[src/rtl/aps_pkg.sv]
`timescale 1ns/1ps
package aps_pkg;
    localparam int DLT_W   = 3;
    localparam int DLT_K1  = 0;
    localparam int DLT_K2  = 1;
    localparam int DLT_UNS = 2;
    typedef logic [DLT_W-1:0] dlt_vec_t;
endpackage

[src/rtl/aps_run_filter.sv]
`timescale 1ns/1ps
// Persistence filter for one overhead field: counts consecutive equal
// strobed samples and latches the field once the run reaches the threshold.
module aps_run_filter #(
    parameter int W     = 8,
    parameter int CNT_W = 4
) (
    input  logic             clk,
    input  logic             rst_n,
    input  logic             strobe,
    input  logic [W-1:0]     din,
    input  logic [CNT_W-1:0] thresh,
    output logic [W-1:0]     acc,
    output logic             hit,
    output logic             changed
);
    localparam logic [CNT_W-1:0] RUN_MAX = '1;
    localparam logic [CNT_W-1:0] RUN_ONE = CNT_W'(1);

    typedef struct packed {
        logic [W-1:0]     prev;
        logic [CNT_W-1:0] run;
        logic             seen;
        logic [W-1:0]     acc;
    } st_t;

    st_t s_q, s_d;
    logic [CNT_W-1:0] need;

    always_comb begin
        need    = (thresh == '0) ? RUN_ONE : thresh;
        s_d     = s_q;
        hit     = 1'b0;
        changed = 1'b0;
        if (strobe) begin
            s_d.prev = din;
            s_d.seen = 1'b1;
            if (s_q.seen && (din == s_q.prev)) begin
                s_d.run = (s_q.run == RUN_MAX) ? RUN_MAX : s_q.run + 1'b1;
            end else begin
                s_d.run = RUN_ONE;
            end
            if (s_d.run >= need) begin
                hit     = 1'b1;
                changed = (din != s_q.acc);
                s_d.acc = din;
            end
        end
    end

    always_ff @(posedge clk or negedge rst_n) begin
        if (!rst_n) s_q <= '0;
        else        s_q <= s_d;
    end

    assign acc = s_q.acc;

    // accepted value only moves on a strobed frame
    a_r3_hold_idle: assert property (@(posedge clk) disable iff (!rst_n)
        !strobe |=> $stable(s_q.acc));
    // a differing frame restarts the run at one
    a_r3_restart: assert property (@(posedge clk) disable iff (!rst_n)
        (strobe && s_q.seen && (din != s_q.prev)) |=> (s_q.run == RUN_ONE));
    // a qualifying frame is latched
    a_r1_latch: assert property (@(posedge clk) disable iff (!rst_n)
        (strobe && hit) |=> (s_q.acc == $past(din)));
endmodule

[src/rtl/aps_unstab_mon.sv]
`timescale 1ns/1ps
// Counts strobed frames without a qualifying K1 run; flags instability.
module aps_unstab_mon #(
    parameter int LIMIT = 12
) (
    input  logic clk,
    input  logic rst_n,
    input  logic strobe,
    input  logic hit,
    output logic unstable,
    output logic rise
);
    localparam int CW = $clog2(LIMIT + 1);
    localparam logic [CW-1:0] CNT_TOP = CW'(LIMIT);

    typedef struct packed {
        logic [CW-1:0] cnt;
        logic          flag;
    } st_t;

    st_t s_q, s_d;

    always_comb begin
        s_d = s_q;
        if (strobe) begin
            if (hit) begin
                s_d.cnt  = '0;
                s_d.flag = 1'b0;
            end else begin
                if (s_q.cnt != CNT_TOP) s_d.cnt = s_q.cnt + 1'b1;
                if (s_d.cnt == CNT_TOP) s_d.flag = 1'b1;
            end
        end
        rise = s_d.flag & ~s_q.flag;
    end

    always_ff @(posedge clk or negedge rst_n) begin
        if (!rst_n) s_q <= '0;
        else        s_q <= s_d;
    end

    assign unstable = s_q.flag;

    // a qualifying K1 run clears instability
    a_r7_clear_on_hit: assert property (@(posedge clk) disable iff (!rst_n)
        (strobe && hit) |=> !s_q.flag);
    // the frame that completes the window raises the flag
    a_r6_raise: assert property (@(posedge clk) disable iff (!rst_n)
        (strobe && !hit && (s_q.cnt == CNT_TOP - 1'b1)) |=> s_q.flag);
endmodule

[src/rtl/aps_event_reg.sv]
`timescale 1ns/1ps
// Sticky write-one-to-clear delta bits with mask and active-low interrupt.
module aps_event_reg #(
    parameter int N = 3
) (
    input  logic         clk,
    input  logic         rst_n,
    input  logic [N-1:0] set,
    input  logic         clr_wr,
    input  logic [N-1:0] clr_bits,
    input  logic [N-1:0] mask,
    output logic [N-1:0] delta,
    output logic         irq_n
);
    typedef struct packed {
        logic [N-1:0] dlt;
    } st_t;

    st_t s_q, s_d;
    logic [N-1:0] nxt;

    for (genvar i = 0; i < N; i++) begin : g_bit
        always_comb nxt[i] = set[i] | (s_q.dlt[i] & ~(clr_wr & clr_bits[i]));
    end

    always_comb begin
        s_d     = s_q;
        s_d.dlt = nxt;
    end

    always_ff @(posedge clk or negedge rst_n) begin
        if (!rst_n) s_q <= '0;
        else        s_q <= s_d;
    end

    assign delta = s_q.dlt;
    assign irq_n = ~|(s_q.dlt & ~mask);

    // a set always lands, even against a same-cycle clear
    a_r8_set_wins: assert property (@(posedge clk) disable iff (!rst_n)
        (set != '0) |=> ((s_q.dlt & $past(set)) == $past(set)));
    // a clear write removes the bits not being set
    a_r8_clear: assert property (@(posedge clk) disable iff (!rst_n)
        clr_wr |=> ((s_q.dlt & $past(clr_bits & ~set)) == '0));
    // no pending delta means no interrupt
    a_r10_quiet: assert property (@(posedge clk) disable iff (!rst_n)
        (s_q.dlt == '0) |-> irq_n);
    // fully masked means no interrupt
    a_r9_masked: assert property (@(posedge clk) disable iff (!rst_n)
        (&mask) |-> irq_n);
endmodule

[src/rtl/aps_filter_top.sv]
`timescale 1ns/1ps
module aps_filter_top
    import aps_pkg::*;
#(
    parameter int K1_PERSIST    = 3,
    parameter int UNSTAB_FRAMES = 12,
    parameter int CNT_W         = 4
) (
    input  logic             clk,
    input  logic             rst_n,
    input  logic             frame_vld,
    input  logic [7:0]       k1_byte,
    input  logic [3:0]       k2_hi,
    input  logic [CNT_W-1:0] k2_need,
    input  logic             clr_wr,
    input  logic [DLT_W-1:0] clr_bits,
    input  logic [DLT_W-1:0] dlt_mask,
    output logic [7:0]       k1_acc,
    output logic [3:0]       k2_acc,
    output logic [DLT_W-1:0] dlt,
    output logic             k1_unstable,
    output logic             irq_n
);
    localparam logic [CNT_W-1:0] K1_NEED = CNT_W'(K1_PERSIST);

    logic     k1_hit, k1_chg, k2_hit, k2_chg, uns_rise;
    dlt_vec_t set_v;

    aps_run_filter #(.W(8), .CNT_W(CNT_W)) u_k1 (
        .clk(clk), .rst_n(rst_n), .strobe(frame_vld), .din(k1_byte),
        .thresh(K1_NEED), .acc(k1_acc), .hit(k1_hit), .changed(k1_chg));

    aps_run_filter #(.W(4), .CNT_W(CNT_W)) u_k2 (
        .clk(clk), .rst_n(rst_n), .strobe(frame_vld), .din(k2_hi),
        .thresh(k2_need), .acc(k2_acc), .hit(k2_hit), .changed(k2_chg));

    aps_unstab_mon #(.LIMIT(UNSTAB_FRAMES)) u_uns (
        .clk(clk), .rst_n(rst_n), .strobe(frame_vld), .hit(k1_hit),
        .unstable(k1_unstable), .rise(uns_rise));

    always_comb begin
        set_v          = '0;
        set_v[DLT_K1]  = k1_chg;
        set_v[DLT_K2]  = k2_chg;
        set_v[DLT_UNS] = uns_rise;
    end

    aps_event_reg #(.N(DLT_W)) u_evt (
        .clk(clk), .rst_n(rst_n), .set(set_v), .clr_wr(clr_wr),
        .clr_bits(clr_bits), .mask(dlt_mask), .delta(dlt), .irq_n(irq_n));

    // a K1 delta only appears after a strobed frame
    a_r5_k1_delta_cause: assert property (@(posedge clk) disable iff (!rst_n)
        (!dlt[DLT_K1] && !frame_vld) |=> !dlt[DLT_K1]);
    // the K2 nibble never moves without a frame
    a_r2_k2_hold: assert property (@(posedge clk) disable iff (!rst_n)
        !frame_vld |=> $stable(k2_acc));
endmodule

[config.mk]
export PLATFORM = sky130hd
export DESIGN_NAME = aps_filter_top
export DESIGN_NICKNAME = d
export VERILOG_FILES = /design/src/rtl/aps_pkg.sv /design/src/rtl/aps_run_filter.sv /design/src/rtl/aps_unstab_mon.sv /design/src/rtl/aps_event_reg.sv /design/src/rtl/aps_filter_top.sv
export SDC_FILE = /design/constraint.sdc
export NUM_CORES = 1
export LEC_CHECK = 0
export BUFFER_PORTS_ARGS = -buffer_cell sky130_fd_sc_hd__buf_2
export CAP_MARGIN = 20
export CORE_ASPECT_RATIO = 1.25
export CORE_MARGIN = 5
export CORE_UTILIZATION = 35
export DETAILED_ROUTE_END_ITERATION = 12
export SLEW_MARGIN = 0
export SYNTH_ARGS = -nofsm -noshare
export SYNTH_HDL_FRONTEND = slang
export SYNTH_HIERARCHICAL = 1
export SYNTH_SLANG_ARGS = --single-unit
[constraint.sdc]
create_clock -name clk -period 3.9 [get_ports clk]
set_clock_uncertainty 0.15 [all_clocks]
set_input_delay 0.39 -clock clk [delete_from_list [all_inputs] [get_ports clk]]
set_output_delay 0.39 -clock clk [all_outputs]
set_load 0.1 [all_outputs]
**Word-level counts from Yosys, hierarchy flattened**

Cells that the tools add are included.
W data, S select, Z words.

- Add/subtract/negate cells: 3
- Equality and inequality tests: 8
- Reductions and logical operators: 7
- Bitwise gates (word level): 16
- Muxes and demuxes: 19
- $lt $le $gt $ge: 2

Operator list:

| operator | count |
|---|---|
| $mux W4 | 10 |
| $add A4 B1 Y4 const B | 3 |
| $eq A4 B4 Y1 const B | 3 |
| $eq A8 B8 Y1 | 1 |
| $mux W1 | 8 |
| $ne A8 B8 Y1 | 1 |
| $and A1 B1 Y1 | 7 |
| $mux W5 | 1 |
| $eq A4 B4 Y1 | 1 |
| $ge A4 B2 Y1 const B | 1 |
| $ge A4 B4 Y1 | 1 |
| $logic_not A4 Y1 | 1 |
| $ne A4 B4 Y1 | 1 |
| $ne A4 B4 Y1 const B | 1 |
| $not A1 Y1 | 4 |
| $reduce_and A2 Y1 | 2 |
| $and A3 B3 Y3 | 1 |
| $not A3 Y3 | 1 |
| $or A1 B1 Y1 | 3 |
| $reduce_or A3 Y1 | 1 |
| $logic_and A1 B1 Y1 | 2 |
| $logic_not A1 Y1 | 1 |

- Input bits: 26
- Flip-flop bits (word level): 41

**Depth between registers and ports, before layout**

- Depth in word-level cells: 15
- Mapped depth: 12
- Depth with buffers taken out: 12

**Cells and area by module**

Netlist, hierarchy kept.

Modules (own cells, without submodules):

| module | times used | cells an instance | area each (um^2) | sequential area each (um^2) |
|---|---|---|---|---|
| aps_run_filter (u_k1) | 1 | 110 | 1238.7 | 525.5 |
| aps_run_filter (u_k2) | 1 | 85 | 853.3 | 325.3 |
| aps_unstab_mon | 1 | 35 | 367.9 | 125.1 |
| aps_event_reg | 1 | 13 | 130.1 | 75.1 |
| aps_filter_top | 1 | 2 | 7.5 | 0.0 |

**Worst setup path before layout**

OpenSTA, ideal clock, no wires.

- Path type: flip-flop to output port
- Start: reg u_evt.s_q (netlist bit u_evt/delta[0])
- End: out irq_n
- Path slack: 75 ps
- Stages on the path, launching flop included: 2
- Buffers on the path: 0
- Data required time: 3360 ps
- Data arrival time: 3285 ps
- Cells stage by stage: dfrtp_1 > a222oi_1

- Longest elaborated chain between the ends: 3

Ends and longest elaborated chain:

| what | RTL line | RTL |
|---|---|---|
| start, declared | aps_event_reg.sv:19 | `st_t s_q, s_d;` |
| start signal, assigned | aps_event_reg.sv:32 | `if (!rst_n) s_q <= '0;` |
| start signal, assigned | aps_event_reg.sv:33 | `else s_q <= s_d;` |
| $and A3 B3 Y3 | aps_event_reg.sv:37 | `assign irq_n = ~\|(s_q.dlt & ~mask);` |
| $reduce_or A3 Y1 | aps_event_reg.sv:37 |  |
| $logic_not A1 Y1 | aps_event_reg.sv:37 |  |
| end, declared | aps_filter_top.sv:22 | `output logic irq_n` |

Every way passes these cells.

==> impl_metrics.csv <==
group,metric,value,unit
logic_synthesis,yosysMostFrequentCell,"dfrtp_1",
die,dieArea,0.00925,mm2
cts,numCtsBuffers,5,
logic_synthesis,async_flop_share,100,%
cts,cts_hold_buffers,0,
die,start_util,35.5,%
drt,drc_errors,0,
global_routing,grt_pass1_wl,8470,um
logic_synthesis,synth_top_cell_area_share,40.5,%
cts,cts_max_level,2,
layout,area_delta_synth_final,12.3,%
layout,multi_input_area,0.00135,mm2
die,die_h,106,um
logic_synthesis,ys_seq_elements,42,
logic_synthesis,ys.warnings.count,6,
die,coreArea,0.00731,mm2
global_routing,use_met3,2.71,%
placement,hpwlAfterDp,3780,um
power,leakage,1.35,nW
setup_path,start_kind,"flop",
setup_path,cp.arrival,2.90,ns
drt,drt_iter0_drc,46,
drt,wl_per_cell,13.4,um
global_routing,grt_max_degree,43,
timing,hold_viol,0,
logic_synthesis,yosys-top-cells-count,"dfrtp_1, xor2_1, inv_1",
drt,postRouteAntennaNets,0,
cts,cts_resized,0,
power,intPower,0.889,mW
drt,wl,5000,um
cts,path_clk_slew,0.08,ns
drt,vias,1807,
cts,root_buffer,"clkbuf_8",
power,p_sw_share,45.9,%
placement,globalplace.congestion,0.804,
timing,finalSetupTns,0,ns
global_routing,gr-usage-met1,13.1,%
logic_synthesis,syn_area_per_cell,10.6,um2
die,fp.dieW,87.1,um
timing,hold-worst-slack,0.0688,ns
global_routing,grt_usage,11.6,%
timing,clock.fmax,0.348,GHz
setup_path,cp_max_fo,5,
global_routing,grt_pass1_vias,1822,
power,power_frac_clock,20.7,%
global_routing,grtUsageMet2,20.9,%
cts,cts_tree,"built",
layout,seqCellArea,0.00105,mm2
logic_synthesis,yosysUniqueCellTypes,54,
setup_path,reg2reg_slack,1.03,ns
layout,drive_above_1_share,31.1,%
worst_hold_path,hold_path_class,"primary input to asynchronous set/reset pin",
logic_synthesis,synth_flop_cell,"dfrtp_1",
power,net-switching-power,0.755,mW
setup_path,timing_worst_setup_path_type,"flop to flop",
outcome,status,"complete, no violations",
power,p_per_area,564,mW/mm2
power,peakVddDrop,0.000304,V
layout,fillers,711,
logic_synthesis,synth_area,0.00260,mm2
logic_synthesis,synth-seq-area-share,40.5,%
placement,post-place-ws,0.873,ns
logic_synthesis,synth-edff-count,0,
global_routing,top_usage_layer,"met2",
run,drv_cap,0,
setup_path,end_kind,"flop",
logic_synthesis,syn_inst,245,
drt,vias_per_cell,4.86,
power,p_seq_share,35.6,%
die,rows,35,
timing,report.final.slew_viol_count,0,
logic_synthesis,synth_top_cell_by_area,"dfrtp_1",
timing,worst_slew_pin_slew,0.936,ns
drt,firstDrtPassIters,5,
timing,period_minus_slack,2.87,ns
global_routing,grt_overflow,0,
layout,final_nets,317,
timing,fin_crit_sh,73.6,%
timing,rsz0062_at_grt,"false",
cts,clock_sinks,42,
timing,finalSetupViolations,0,
die,ioPinCount,43,
setup_path,r2r-end,"u_uns/unstable",
global_routing,antenna_found_initial,0,
cts,cts.path.max_buffers,2,
power,power_frac_comb,43.8,%
timing,maxSlewHeadroom,37.6,%
cts,clk-insertion-delay-late,0.29,ns
setup_path,rr_startpoint,"u_k1/s_q[18]",
setup_path,ff2ff_path_depth,10,
logic_synthesis,ys_top_cells_by_area,"dfrtp_1, mux2_2, xor2_1",
setup_path,critPathRequiredTime,3.93,ns
cts,cts_setup_buffers,0,
layout,num_antenna_cells,0,
timing,fin_ws,1.03,ns
placement,port_buffers,42,
==> placed cells by master, fill, tap and decap left out, types with 4 or more instances in the layout <==
cell	netlist	layout
nand2_1	17	17
o21ai_0	4	4
nand2b_1	5	5
nand3_1	7	7
ha_1	12	12
xor2_1	20	20
mux2_2	17	17
inv_1	18	18
buf_2	0	42
clkbuf_8	0	5
dfrtp_1	42	42
a21oi_1	7	7
conb_1	2	4
nor2_1	14	14
mux2_1	5	5
==> worst max-delay path, stage by stage, from the launching register on <==
cell,delay [ns]
dfrtp_1,0.39
xor2_1,0.19
nor4_4,0.35
nand3_1,0.17
nor2_1,0.15
ha_1,0.23
nand2b_1,0.15
a211oi_2,0.29
o31ai_4,0.14
and2_2,0.22
o41ai_2,0.34
==> sequential cells by signal, indices dropped and copies added, names as in the netlist <==
register / cells
u_uns/unstable: 1
u_k1/s_q: 13
u_k2/s_q: 9
u_k1/acc: 8
u_evt/delta: 3
u_k2/acc: 4
u_uns/s_q: 4
==> per-stage QoR <==
| step | instance area [um2] | utilization, % | instances | power, mW |
|---|---|---|---|---|
| 3_5_place_dp | 2810 | 38.4 | 364 | 1.32 |
| 2_1_floorplan | 2610 | - | 247 | 1.23 |
| 6_report | 2920 | 39.9 | 372 | 1.64 |
| 3_3_place_gp | 2810 | 38.4 | 364 | 1.31 |
| 4_1_cts | 2920 | 39.9 | 372 | 1.66 |
| 5_1_grt | 2920 | 39.9 | 372 | 1.72 |
==> power by group through the flow <==
stage | logic [mW] | clock network [mW] | registers [mW]
2_1_floorplan | 0.571 | 0 | 0.659
3_3_place_gp | 0.717 | 0 | 0.590
3_5_place_dp | 0.721 | 0 | 0.595
4_1_cts | 0.725 | 0.351 | 0.586
5_1_grt | 0.764 | 0.363 | 0.597
6_report | 0.720 | 0.339 | 0.585
==> routing by layer <==
metal | vias up | wire length (um)
met1 | 868 | 2060
li1 | 903 | -
met3 | 4 | 191
met2 | 32 | 2690
met4 | 0 | 59
met5 | - | 0
==> cell families after synthesis <==
| family | count (synthesis) | synth area share, % |
|---|---|---|
| buffers and inverters | 37 | 7.95 |
| AND/OR/NAND/NOR | 65 | 13.8 |
| flip-flops | 42 | 40.5 |
| XOR/XNOR | 23 | 7.76 |
| AO/OA/AOI/OAI | 41 | 14.1 |
| multiplexers | 23 | 9.92 |
| other | 2 | 0.289 |
| adder cells (fa/ha/maj) | 12 | 5.78 |
==> worst max-delay path by stage <==
stage | from | to | depth (start not counted)
2_1_floorplan | u_evt/delta[0] | irq_n | 1
3_3_place_gp | k2_hi[1] | u_k2/acc[2] | 9
3_5_place_dp | k2_hi[1] | u_k2/acc[2] | 9
4_1_cts | u_k1/s_q[18] | u_uns/unstable | 10
5_1_grt | u_k1/s_q[18] | u_evt/delta[2] | 12
6_report | u_k1/s_q[18] | u_uns/unstable | 10
==> area by class of cell <==
cell class / instances / area share (%)
Clock buffer: 6 / 2.49
Multi-Input combinational cell: 168 / 46.2
Inverter: 18 / 2.32
Sequential cell: 42 / 36.0
Clock inverter: 2 / 1.29
Timing Repair Buffer: 44 / 7.72
Tap cell: 92 / 3.95
Note: power is estimated with default switching activity, not from simulation.
